[config.mk]
export PLATFORM = sky130hd
export DESIGN_NAME = uart_rx_addr
export DESIGN_NICKNAME = d
export VERILOG_FILES = /design/src/rtl/uart_rx_pkg.sv /design/src/rtl/uart_rx_deser.sv /design/src/rtl/uart_rx_fifo.sv /design/src/rtl/uart_rx_irq.sv /design/src/rtl/uart_rx_addr.sv
export SDC_FILE = /design/constraint.sdc
export NUM_CORES = 1
export LEC_CHECK = 0
export BUFFER_PORTS_ARGS = -buffer_cell sky130_fd_sc_hd__buf_2
export CAP_MARGIN = 10
export CORE_MARGIN = 2
export CORE_UTILIZATION = 25
export CTS_CLUSTER_DIAMETER = 50
export DETAILED_ROUTE_END_ITERATION = 16
export PLACE_DENSITY_LB_ADDON = 0.08
export SETUP_SLACK_MARGIN = 0.05
export SLEW_MARGIN = 5
export SYNTH_ARGS = -nofsm -noshare
export SYNTH_HDL_FRONTEND = slang
export SYNTH_HIERARCHICAL = 1
export SYNTH_SLANG_ARGS = --single-unit
[constraint.sdc]
create_clock -name clk -period 3.4 [get_ports clk]
set_input_delay 0.17 -clock clk [delete_from_list [all_inputs] [get_ports clk]]
set_output_delay 0.17 -clock clk [all_outputs]
set_load 0.005 [all_outputs]
[src/rtl/uart_rx_pkg.sv]
package uart_rx_pkg;

  localparam int CHAR_W = 9;

  typedef enum logic [1:0] {
    RX_IDLE  = 2'd0,
    RX_START = 2'd1,
    RX_DATA  = 2'd2,
    RX_STOP  = 2'd3
  } rx_state_e;

  typedef struct packed {
    logic              ferr;
    logic [CHAR_W-1:0] data;
  } rx_char_t;

  localparam logic [1:0] IRQ_THREE_Q = 2'b10;
  localparam logic [1:0] IRQ_FULL    = 2'b11;

endpackage

[src/rtl/uart_rx_deser.sv]
module uart_rx_deser
  import uart_rx_pkg::*;
#(
  parameter int OVS     = 16,
  parameter int FRAME_W = 9
) (
  input  logic               clk,
  input  logic               rst_n,
  input  logic               baud_tick,
  input  logic               rxd,
  input  logic               nine_bit,
  output logic               frame_valid,
  output logic [FRAME_W-1:0] frame_data,
  output logic               frame_ferr,
  output logic               idle
);

  localparam int CNT_W = $clog2(OVS);
  localparam int IDX_W = $clog2(FRAME_W);
  localparam logic [CNT_W-1:0] CNT_HALF = CNT_W'(OVS/2 - 1);
  localparam logic [CNT_W-1:0] CNT_FULL = CNT_W'(OVS - 1);

  rx_state_e          state_q, state_d;
  logic [CNT_W-1:0]   cnt_q, cnt_d;
  logic [IDX_W-1:0]   idx_q, idx_d;
  logic [FRAME_W-1:0] shreg_q, shreg_d;
  logic               valid_q, valid_d;
  logic [FRAME_W-1:0] data_q, data_d;
  logic               ferr_q, ferr_d;
  logic [IDX_W-1:0]   last_idx;

  assign last_idx = nine_bit ? IDX_W'(FRAME_W-1) : IDX_W'(FRAME_W-2);

  always_comb begin
    state_d = state_q;
    cnt_d   = cnt_q;
    idx_d   = idx_q;
    shreg_d = shreg_q;
    valid_d = 1'b0;
    data_d  = data_q;
    ferr_d  = ferr_q;
    if (baud_tick) begin
      case (state_q)
        RX_IDLE: begin
          if (!rxd) begin
            state_d = RX_START;
            cnt_d   = '0;
          end
        end
        RX_START: begin
          if (cnt_q == CNT_HALF) begin
            cnt_d   = '0;
            idx_d   = '0;
            state_d = rxd ? RX_IDLE : RX_DATA;
          end else begin
            cnt_d = cnt_q + 1'b1;
          end
        end
        RX_DATA: begin
          if (cnt_q == CNT_FULL) begin
            cnt_d   = '0;
            shreg_d = {rxd, shreg_q[FRAME_W-1:1]};
            if (idx_q == last_idx) begin
              state_d = RX_STOP;
            end else begin
              idx_d = idx_q + 1'b1;
            end
          end else begin
            cnt_d = cnt_q + 1'b1;
          end
        end
        RX_STOP: begin
          if (cnt_q == CNT_FULL) begin
            cnt_d   = '0;
            valid_d = 1'b1;
            ferr_d  = !rxd;
            data_d  = nine_bit ? shreg_q : {1'b0, shreg_q[FRAME_W-1:1]};
            state_d = RX_IDLE;
          end else begin
            cnt_d = cnt_q + 1'b1;
          end
        end
        default: state_d = RX_IDLE;
      endcase
    end
  end

  always_ff @(posedge clk or negedge rst_n) begin
    if (!rst_n) begin
      state_q <= RX_IDLE;
      cnt_q   <= '0;
      idx_q   <= '0;
      valid_q <= 1'b0;
      ferr_q  <= 1'b0;
    end else begin
      state_q <= state_d;
      cnt_q   <= cnt_d;
      idx_q   <= idx_d;
      valid_q <= valid_d;
      ferr_q  <= ferr_d;
    end
  end

  always_ff @(posedge clk) begin
    shreg_q <= shreg_d;
    data_q  <= data_d;
  end

  assign frame_valid = valid_q;
  assign frame_data  = data_q;
  assign frame_ferr  = ferr_q;
  assign idle        = (state_q == RX_IDLE);

  AST_BUSY_AFTER_LOW: assert property (@(posedge clk) disable iff (!rst_n)
    $fell(idle) |-> $past(!rxd && baud_tick)) else $error("busy without low line");

  AST_FRAME_ENDS_IDLE: assert property (@(posedge clk) disable iff (!rst_n)
    frame_valid |-> idle) else $error("frame done while busy");

endmodule

[src/rtl/uart_rx_fifo.sv]
module uart_rx_fifo #(
  parameter int W     = 10,
  parameter int DEPTH = 4
) (
  input  logic                         clk,
  input  logic                         rst_n,
  input  logic                         push,
  input  logic [W-1:0]                 wdata,
  input  logic                         pop,
  output logic [W-1:0]                 rdata,
  output logic [$clog2(DEPTH+1)-1:0]   level,
  output logic                         full,
  output logic                         empty,
  output logic                         pop_ok
);

  localparam int PTR_W = (DEPTH > 1) ? $clog2(DEPTH) : 1;
  localparam int LVL_W = $clog2(DEPTH+1);
  localparam logic [PTR_W-1:0] PTR_LAST = PTR_W'(DEPTH-1);

  logic [W-1:0]     mem [DEPTH];
  logic [PTR_W-1:0] wptr_q, wptr_d, rptr_q, rptr_d;
  logic [LVL_W-1:0] lvl_q, lvl_d;

  assign empty  = (lvl_q == '0);
  assign full   = (lvl_q == LVL_W'(DEPTH));
  assign pop_ok = pop && !empty;

  always_comb begin
    wptr_d = wptr_q;
    rptr_d = rptr_q;
    lvl_d  = lvl_q;
    if (push) begin
      wptr_d = (wptr_q == PTR_LAST) ? '0 : wptr_q + 1'b1;
    end
    if (pop_ok) begin
      rptr_d = (rptr_q == PTR_LAST) ? '0 : rptr_q + 1'b1;
    end
    case ({push, pop_ok})
      2'b10:   lvl_d = lvl_q + 1'b1;
      2'b01:   lvl_d = lvl_q - 1'b1;
      default: lvl_d = lvl_q;
    endcase
  end

  always_ff @(posedge clk or negedge rst_n) begin
    if (!rst_n) begin
      wptr_q <= '0;
      rptr_q <= '0;
      lvl_q  <= '0;
    end else begin
      wptr_q <= wptr_d;
      rptr_q <= rptr_d;
      lvl_q  <= lvl_d;
    end
  end

  for (genvar i = 0; i < DEPTH; i++) begin : g_slot
    always_ff @(posedge clk) begin
      if (push && (wptr_q == PTR_W'(i))) begin
        mem[i] <= wdata;
      end
    end
  end

  assign rdata = mem[rptr_q];
  assign level = lvl_q;

  AST_NO_PUSH_WHEN_FULL: assert property (@(posedge clk) disable iff (!rst_n)
    push |-> !full) else $error("push into full store");

  AST_EMPTY_POP_HOLDS: assert property (@(posedge clk) disable iff (!rst_n)
    (pop && empty && !push) |=> empty) else $error("pop on empty changed level");

  AST_LEVEL_BOUND: assert property (@(posedge clk) disable iff (!rst_n)
    level <= LVL_W'(DEPTH)) else $error("level beyond depth");

endmodule

[src/rtl/uart_rx_irq.sv]
module uart_rx_irq
  import uart_rx_pkg::*;
#(
  parameter int DEPTH = 4
) (
  input  logic                       clk,
  input  logic                       rst_n,
  input  logic                       push,
  input  logic                       pop_ok,
  input  logic [$clog2(DEPTH+1)-1:0] level,
  input  logic [1:0]                 mode,
  output logic                       irq
);

  localparam int LVL_W = $clog2(DEPTH+1);
  localparam logic [LVL_W-1:0] LVL_3Q   = LVL_W'((DEPTH*3)/4);
  localparam logic [LVL_W-1:0] LVL_FULL = LVL_W'(DEPTH);

  logic [LVL_W-1:0] lvl_after;
  logic             irq_d, irq_q;

  assign lvl_after = level + LVL_W'(push) - LVL_W'(pop_ok);

  always_comb begin
    irq_d = 1'b0;
    if (push) begin
      if (!mode[1]) begin
        irq_d = 1'b1;
      end else if (mode == IRQ_THREE_Q) begin
        irq_d = (lvl_after == LVL_3Q);
      end else begin
        irq_d = (lvl_after == LVL_FULL);
      end
    end
  end

  always_ff @(posedge clk or negedge rst_n) begin
    if (!rst_n) irq_q <= 1'b0;
    else        irq_q <= irq_d;
  end

  assign irq = irq_q;

  AST_IRQ_NEEDS_PUSH: assert property (@(posedge clk) disable iff (!rst_n)
    irq |-> $past(push)) else $error("interrupt without arrival");

  AST_IRQ_FULL_LEVEL: assert property (@(posedge clk) disable iff (!rst_n)
    (irq && $past(mode) == IRQ_FULL) |-> ($past(lvl_after) == LVL_FULL)) else $error("full interrupt early");

endmodule

[src/rtl/uart_rx_addr.sv]
module uart_rx_addr
  import uart_rx_pkg::*;
#(
  parameter int OVS   = 16,
  parameter int DEPTH = 4
) (
  input  logic              clk,
  input  logic              rst_n,
  input  logic              baud_tick,
  input  logic              rxd,
  input  logic              nine_bit_en,
  input  logic              addr_det_en,
  input  logic [1:0]        irq_mode,
  input  logic              pop,
  input  logic              ovr_clr,
  output logic [CHAR_W-1:0] rd_data,
  output logic              rd_ferr,
  output logic              data_avail,
  output logic              overrun,
  output logic              idle,
  output logic              rx_irq
);

  localparam int LVL_W = $clog2(DEPTH+1);
  localparam int ENT_W = $bits(rx_char_t);

  logic rst_m, rst_int_n;
  logic rxd_m, rxd_s;

  always_ff @(posedge clk or negedge rst_n) begin
    if (!rst_n) begin
      rst_m     <= 1'b0;
      rst_int_n <= 1'b0;
    end else begin
      rst_m     <= 1'b1;
      rst_int_n <= rst_m;
    end
  end

  always_ff @(posedge clk or negedge rst_int_n) begin
    if (!rst_int_n) begin
      rxd_m <= 1'b1;
      rxd_s <= 1'b1;
    end else begin
      rxd_m <= rxd;
      rxd_s <= rxd_m;
    end
  end

  logic              frame_valid, frame_ferr;
  logic [CHAR_W-1:0] frame_data;

  uart_rx_deser #(.OVS(OVS), .FRAME_W(CHAR_W)) i_deser (
    .clk        (clk),
    .rst_n      (rst_int_n),
    .baud_tick  (baud_tick),
    .rxd        (rxd_s),
    .nine_bit   (nine_bit_en),
    .frame_valid(frame_valid),
    .frame_data (frame_data),
    .frame_ferr (frame_ferr),
    .idle       (idle)
  );

  logic filt_on, accept, push, ovr_set;
  logic seen_q, seen_d, ovr_q, ovr_d;
  logic full, empty, pop_ok;
  logic [LVL_W-1:0] level;
  rx_char_t wr_ent, rd_ent;
  logic [ENT_W-1:0] rd_bits;

  assign filt_on = nine_bit_en && addr_det_en;
  assign accept  = frame_valid && (!filt_on || frame_data[CHAR_W-1] || seen_q);
  assign push    = accept && !full && !ovr_q;
  assign ovr_set = accept && (full || ovr_q);

  always_comb begin
    seen_d = seen_q;
    if (!filt_on) begin
      seen_d = 1'b0;
    end else if (push && frame_data[CHAR_W-1]) begin
      seen_d = 1'b1;
    end
    ovr_d = ovr_q;
    if (ovr_set) begin
      ovr_d = 1'b1;
    end else if (ovr_clr) begin
      ovr_d = 1'b0;
    end
  end

  always_ff @(posedge clk or negedge rst_int_n) begin
    if (!rst_int_n) begin
      seen_q <= 1'b0;
      ovr_q  <= 1'b0;
    end else begin
      seen_q <= seen_d;
      ovr_q  <= ovr_d;
    end
  end

  assign wr_ent.ferr = frame_ferr;
  assign wr_ent.data = frame_data;

  uart_rx_fifo #(.W(ENT_W), .DEPTH(DEPTH)) i_fifo (
    .clk   (clk),
    .rst_n (rst_int_n),
    .push  (push),
    .wdata (wr_ent),
    .pop   (pop),
    .rdata (rd_bits),
    .level (level),
    .full  (full),
    .empty (empty),
    .pop_ok(pop_ok)
  );

  uart_rx_irq #(.DEPTH(DEPTH)) i_irq (
    .clk   (clk),
    .rst_n (rst_int_n),
    .push  (push),
    .pop_ok(pop_ok),
    .level (level),
    .mode  (irq_mode),
    .irq   (rx_irq)
  );

  assign rd_ent     = rx_char_t'(rd_bits);
  assign rd_data    = rd_ent.data;
  assign rd_ferr    = rd_ent.ferr;
  assign data_avail = !empty;
  assign overrun    = ovr_q;

  AST_OVR_NEEDS_FRAME: assert property (@(posedge clk) disable iff (!rst_int_n)
    $rose(overrun) |-> $past(frame_valid)) else $error("overrun without frame");

  AST_OVR_HOLDS: assert property (@(posedge clk) disable iff (!rst_int_n)
    (overrun && !ovr_clr) |=> overrun) else $error("overrun dropped by itself");

  AST_FILTER_BLOCKS: assert property (@(posedge clk) disable iff (!rst_int_n)
    (frame_valid && filt_on && !frame_data[CHAR_W-1] && !seen_q) |=> $stable(level)) else $error("filtered frame stored");

endmodule

## Word level (Yosys, flattened, before mapping)

Memories as Yosys holds them, arrays and structs flattened.
Cells that the tools add are included.

| storage, ports and cells | value |
|---|---|
| output and inout port bits | 14 |
| bits in writable memories | 40 |
| memories kept | 1 |
| word-level logic and storage cells | 131 |
| flip-flop bits (word level) | 44 |

| cells by class | value |
|---|---|
| equal/unequal tests | 23 |
| multiplexer cells | 47 |
| add/sub/neg operators | 8 |
| reductions and logical operators | 34 |

Memories:

| memory | depth | width | read ports | clocked after memory_dff | wr ports | RTL line | RTL |
|---|---|---|---|---|---|---|---|
| i_fifo.mem | 4 | 10 | 1 | 0 | 1 | uart_rx_fifo.sv:21 | `logic [W-1:0] mem [DEPTH];` |

Operators by type and width:

| cell | count |
|---|---|
| 2-to-1 mux 10 bit | 3 |
| OR reduction 10 bit | 3 |
| 2-to-1 mux 4 bit | 7 |
| 2-to-1 mux 2 bit | 11 |
| 2-to-1 mux 1 bit | 21 |
| == test 2 bit, second input constant | 7 |
| case mux 4 bit (3 select lines) | 1 |
| logical AND 1 bit | 11 |
| != test 2 x 1 -> 1 bit, second input constant | 5 |
| adder 4 x 1 -> 4 bit, second input constant | 2 |
| 2-to-1 mux 8 bit | 1 |
| case mux 2 bit (4 select lines) | 1 |
| case mux 4 bit (2 select lines) | 1 |
| == test 2 x 1 -> 1 bit, second input constant | 3 |
| == test 3 bit, second input constant | 2 |
| case mux 3 bit (2 select lines) | 1 |
| AND reduction 3 bit | 2 |
| AND reduction 6 bit | 1 |
| nonzero test 2 bit | 3 |
| zero test 1 bit | 5 |
| AND reduction 5 bit | 1 |
| adder 2 x 1 -> 2 bit, second input constant | 2 |
| == test 4 x 3 -> 1 bit, second input constant | 1 |
| == test 4 bit | 1 |
| 12 further kinds | 16 |

## Logic depth before layout (Yosys ltp)

| depth | value |
|---|---|
| word-level depth | 14 |
| gate-level depth with buffers | 11 |
| mapped depth without buffers | 11 |

## By module

The synthesis kept the hierarchy.

Modules (own cells, without submodules):

| module | times used | seq. area each (µm²) | cells each | area an instance (µm²) |
|---|---|---|---|---|
| uart_rx_fifo | 1 | 1376.3 | 92 | 1888.1 |
| uart_rx_deser | 1 | 840.8 | 109 | 1387.6 |
| uart_rx_addr | 1 | 152.6 | 17 | 209.0 |
| uart_rx_irq | 1 | 25.0 | 12 | 142.6 |

## Worst setup path after synthesis

Ideal clock, no wire load.

| timing path | value |
|---|---|
| kind | flip-flop to flip-flop |
| start point | register i_fifo.lvl_q[1] (netlist: i_fifo/level[1]) |
| end point | register i_irq.irq_q (netlist: i_irq/irq) |
| arrival | 2.312 ns |
| stages on the path, launching flop included | 10 |
| required time | 3.277 ns |
| setup slack | 0.965 ns |
| cells stage by stage | dfrtp_1 inv_1 and3_1 nor3_1 ha_1 inv_1 fa_1 xnor3_1 mux2i_1 a21boi_1 |

| on the way | value |
|---|---|
| longest elaborated chain between the ends | 10 |

Ends and longest elaborated chain:

| what | RTL line | RTL |
|---|---|---|
| start, declared | uart_rx_fifo.sv:23 | `logic [LVL_W-1:0] lvl_q, lvl_d;` |
| start signal, assigned | uart_rx_fifo.sv:54 | `lvl_q <= lvl_d;` |
| == test 3 bit (*) | uart_rx_fifo.sv:26 | `assign full = (lvl_q == LVL_W'(DEPTH));` |
| net full | uart_rx_addr.sv:67 | `logic full, empty, pop_ok;` |
| zero test 1 bit (*) | uart_rx_addr.sv:74 | `assign push = accept && !full && !ovr_q;` |
| logical AND 1 bit (*) (2 in a row) | uart_rx_addr.sv:74 |  |
| net push | uart_rx_addr.sv:65 | `logic filt_on, accept, push, ovr_set;` |
| adder 3 x 1 -> 3 bit | uart_rx_irq.sv:22 | `assign lvl_after = level + LVL_W'(push) - LVL_W'(pop_ok);` |
| subtractor 3 x 1 -> 3 bit | uart_rx_irq.sv:22 |  |
| == test 3 bit or == test 3 x 2 -> 1 bit (tied branches) | uart_rx_irq.sv:32, uart_rx_irq.sv:30 |  |
| 2-to-1 mux 1 bit | uart_rx_irq.sv:29 | `end else if (mode == IRQ_THREE_Q) begin` |
| 2-to-1 mux 1 bit | uart_rx_irq.sv:27 | `if (!mode[1]) begin` |
| 2-to-1 mux 1 bit (*) | uart_rx_irq.sv:26 | `if (push) begin` |
| net i_irq.irq_d | uart_rx_irq.sv:20 | `logic irq_d, irq_q;` |
| end signal, assigned | uart_rx_irq.sv:39 | `else irq_q <= irq_d;` |
| end, declared | uart_rx_irq.sv:20 |  |

Mark *: on every way through the listed nets, which the timed path passes. The rest lies on a longest branch.
A chain may end at the register's enable or synchronous reset.

## Final worst setup path

| timing path | value |
|---|---|
| start point | register i_deser.data_q[8] (netlist: i_deser/frame_data[8]) |
| end point | register i_irq.irq_q (netlist: i_irq/irq) |

| on the way | value |
|---|---|
| longest elaborated chain between the ends | 11 |

Ends and longest elaborated chain:

| what | RTL line | RTL |
|---|---|---|
| start, declared | uart_rx_deser.sv:28 | `logic [FRAME_W-1:0] data_q, data_d;` |
| start signal, assigned | uart_rx_deser.sv:106 | `data_q <= data_d;` |
| logical OR 1 bit (*) (2 in a row) | uart_rx_addr.sv:73 | `assign accept = frame_valid && (!filt_on \|\| frame_data[CHAR_W-1] \|\| seen_q);` |
| logical AND 1 bit (*) | uart_rx_addr.sv:73 |  |
| logical AND 1 bit (*) (2 in a row) | uart_rx_addr.sv:74 |  |
| net push | uart_rx_addr.sv:65 |  |
| adder 3 x 1 -> 3 bit | uart_rx_irq.sv:22 |  |
| subtractor 3 x 1 -> 3 bit | uart_rx_irq.sv:22 |  |
| == test 3 bit or == test 3 x 2 -> 1 bit (tied branches) | uart_rx_irq.sv:32, uart_rx_irq.sv:30 |  |
| 2-to-1 mux 1 bit | uart_rx_irq.sv:29 |  |
| 2-to-1 mux 1 bit | uart_rx_irq.sv:27 |  |
| 2-to-1 mux 1 bit (*) | uart_rx_irq.sv:26 |  |
| net i_irq.irq_d | uart_rx_irq.sv:20 |  |

Marks and branches as above.

==> results.cfg <==
[setup_path]
crit_required_ns = 3.63
startpoint = i_deser/frame_data[8]
cp_slowest_stage_delay_ns = 0.52
r2r_start = i_deser/frame_data[8]
r2r_cells = 10
crit_path_end_kind = flop
crit_chain = or4bb_1 > nand2_1 > nor3_1 > buf_4 > ha_1 > inv_1 > fa_1 > and3b_1 > mux2i_1 > a21boi_1
critical_path_class = reg -> reg
slowest_stage = or4bb_1
worstSetupStartpointType = flop
cp.arrival_ns = 2.69
crit_family = simple AND/OR/NAND/NOR gates
critPathBufInv = 2
cp.depth = 10
path_max_fanout = 10

[detailed_routing]
wl_per_cell_um = 15.2
post-route-drc-count = 0
firstDrtPassIters = 4
vias = 1929
wl_um = 6860
drt_iter0_markers = 113
viasPerCell = 4.27
drtAntennaViolNets = 0

[global_routing]
grt_max_degree = 24
grt_pass1_vias = 2110
track_usage_pct = 9.82
grt_first_pass_wirelength_um = 11600
gr-total-overflow = 0
antenna_found_initial = 0

[logic_synthesis]
syn_nets = 252
yosysUniqueCellTypes = 56
ys_seq_elements = 84
synthesis.instances = 230
ys.warnings.count = 6
synth.avg_cell_area_sq_um = 15.8
synth_area_sq_um = 3630
yosysSeqAreaShare_pct = 66.0
synth-main-ff-cell = edfxtp_1
synth_edf_count = 58
synth-async-reset-ratio_pct = 31.0

[floorplanning]
core_sq_um = 14400
ios = 24
dieArea_sq_um = 15500
fp.dieH_um = 124
rows = 44
die_x_um = 124
initial_core_util_pct = 25.2

[timing]
finalSetupViolations = 0
worst_slew_pin_slew_ns = 1.04
slew_viol_final = 0
timing.final.crit_share_pct = 72.3
tns_ns = 0
clock_skew_ns = 0.00781
slew_headroom_pct = 30.8
fmax_mhz = 407
timing_hold_violations_final = 0
period_needed_ns = 2.46
rsz0062_at_grt = no

[flow_run]
cap_violations = 0

[clock_network]
post_cts_buffers = 0
numCtsBuffers = 9
cts_resized = 0
path_clk_slew_ns = 0.06
clk_latency_ns = 0.35
cts_sinks = 84
htree_num_levels = 3
max-clock-path-buffers = 2
cts_tree = done
cts-root-buf = clkbuf_16

[placed_design]
io_buffers = 23
dp.final_hpwl_um = 4450
placed_cells = 432
gp_congestion = 0.638

[hold_path]
whs_path_depth = 3
holdCritStartpoint = addr_det_en
hold_class = in -> reg

[final_layout]
final_cells = 452
nets = 285
drive_gt1_share_pct = 27.2
areaGrowthSynthToFinish_pct = 18.3
diodes = 0

[power_and_ir_drop]
leakage_nw = 1.58
ir_worst_vdd_mv = 0.212
power_density_nw_per_um2 = 662
power.total_mw = 2.84

[outcome]
status = completed
## sequential cells by signal, indices dropped and copies added, names as in the netlist, named ones only
register and count:
i_fifo/wptr_q 2, i_irq/irq 1, rst_m 1, i_deser/idx_q 4, i_deser/frame_ferr 1, i_fifo/mem 40
overrun 1, rxd_m 1, i_deser/state_q 1, i_fifo/level 3, i_fifo/rptr_q 2, i_deser/frame_valid 1
i_deser/shreg_q 9, i_deser/cnt_q 4, i_deser/frame_data 9, rst_int_n 1, seen_q 1, rxd_s 1
## worst reg2reg max path: cells and delay by family (launching register included)
family / cells / cell delay (ns)
AO/OA/AOI/OAI: 1 / 0.08
adder cells (fa/ha/maj): 2 / 0.62
buffers and inverters: 2 / 0.22
flip-flops: 1 / 0.45
multiplexers: 1 / 0.12
AND/OR/NAND/NOR: 4 / 0.86
## layout make-up
cell class                      instances  area, sq um
Clock inverter                          6         71.3
Timing Repair Buffer                   30          178
Tap cell                              184          230
Sequential cell                        84         2390
Fill cell                            1440        10100
Multi-Input combinational cell        123         1130
Clock buffer                           10          229
Inverter                               15         56.3
## metrics by stage
step                hold WS [ns]  instance area (sq um)  setup WS, ns  utilization [%]
detailed placement       -0.0436                   3950         0.927             27.5
global route              0.0515                   4290         0.737             29.9
CTS                       0.0398                   4290         0.911             29.9
global placement         -0.0442                   3950         0.934             27.5
floorplan                 -0.126                   3630         0.965                -
finish                    0.0563                   4290         0.943             29.9
## layout by cell type, fill, tap and decap left out, types with 3 or more instances in the layout
master         count
edfxtp_1          58
dfrtp_1           24
buf_2             23
inv_1             15
mux2_2            12
nand2_1           11
nor2_1            11
ha_1              10
clkbuf_16          9
mux4_2             8
and2_1             5
a21oi_1            4
dlygate4sd3_1      4
mux2i_1            4
o21ai_0            4
a31oi_1            3
nand4_1            3
nand3_1            3
buf_4              3
## kinds of logic (layout without fill, tap and decap cells)
logic type / count (synthesis) / in the layout / synth area share (%)
compound gates: 28 / 28 / 5.28
xor+xnor: 5 / 5 / 1.59
fa+ha+maj: 12 / 12 / 4.55
buf+inv: 23 / 61 / 2.76
flops: 84 / 84 / 66.0
mux: 26 / 26 / 11.2
other cells: 1 / 1 / 0.103
simple gates: 51 / 51 / 8.45
## cells in the mapped netlist (3+ instances only)
master     n  share of area (%)
o21ai_0    4               0.55
nand3_1    3               0.41
ha_1      10                3.4
inv_1     15                1.6
nand2_1   11                1.1
edfxtp_1  58                 48
dfrtp_1   24                 17
and2_1     5               0.86
buf_2      5               0.69
nor2_1    11                1.1
mux2_2    12                3.7
mux4_2     8                5.0
nand4_1    3               0.52
a21oi_1    4               0.55
a31oi_1    3               0.52
mux2i_1    4                1.1
## repair_timing
action / in CTS / in global routing
endpoints found under the setup margin: 0 / 0
hold buffers: 4 / 0
hold endpoints to repair: 5 / 0
## path summary, 6_finish.rpt
check | end | slack, ns
worst max register to register | i_irq/irq | 0.94
worst min-delay path | seen_q | 0.06
worst max-delay path | i_irq/irq | 0.94
min in group asynchronous | rst_m | 0.14
max in group asynchronous | rxd_s | 2.25
worst min register to register | rst_int_n | 0.35
## routing by layer
| layer | wire length [um] | global-route usage [%] | vias to the layer above |
|---|---|---|---|
| li1 | - | - | 932 |
| met1 | 3260 | 12.5 | 965 |
| met2 | 3170 | 14.9 | 23 |
| met3 | 246 | 2.88 | 9 |
| met4 | 182 | 5.55 | 0 |
| met5 | 0 | 0 | - |
## report_power, final
part	total, mW	internal (mW)	switching [mW]
sequential	1.30	1.15	0.158
clock	0.998	0.576	0.422
combinational	0.537	0.331	0.207
No activity file was read; power rests on OpenSTA's default activity.
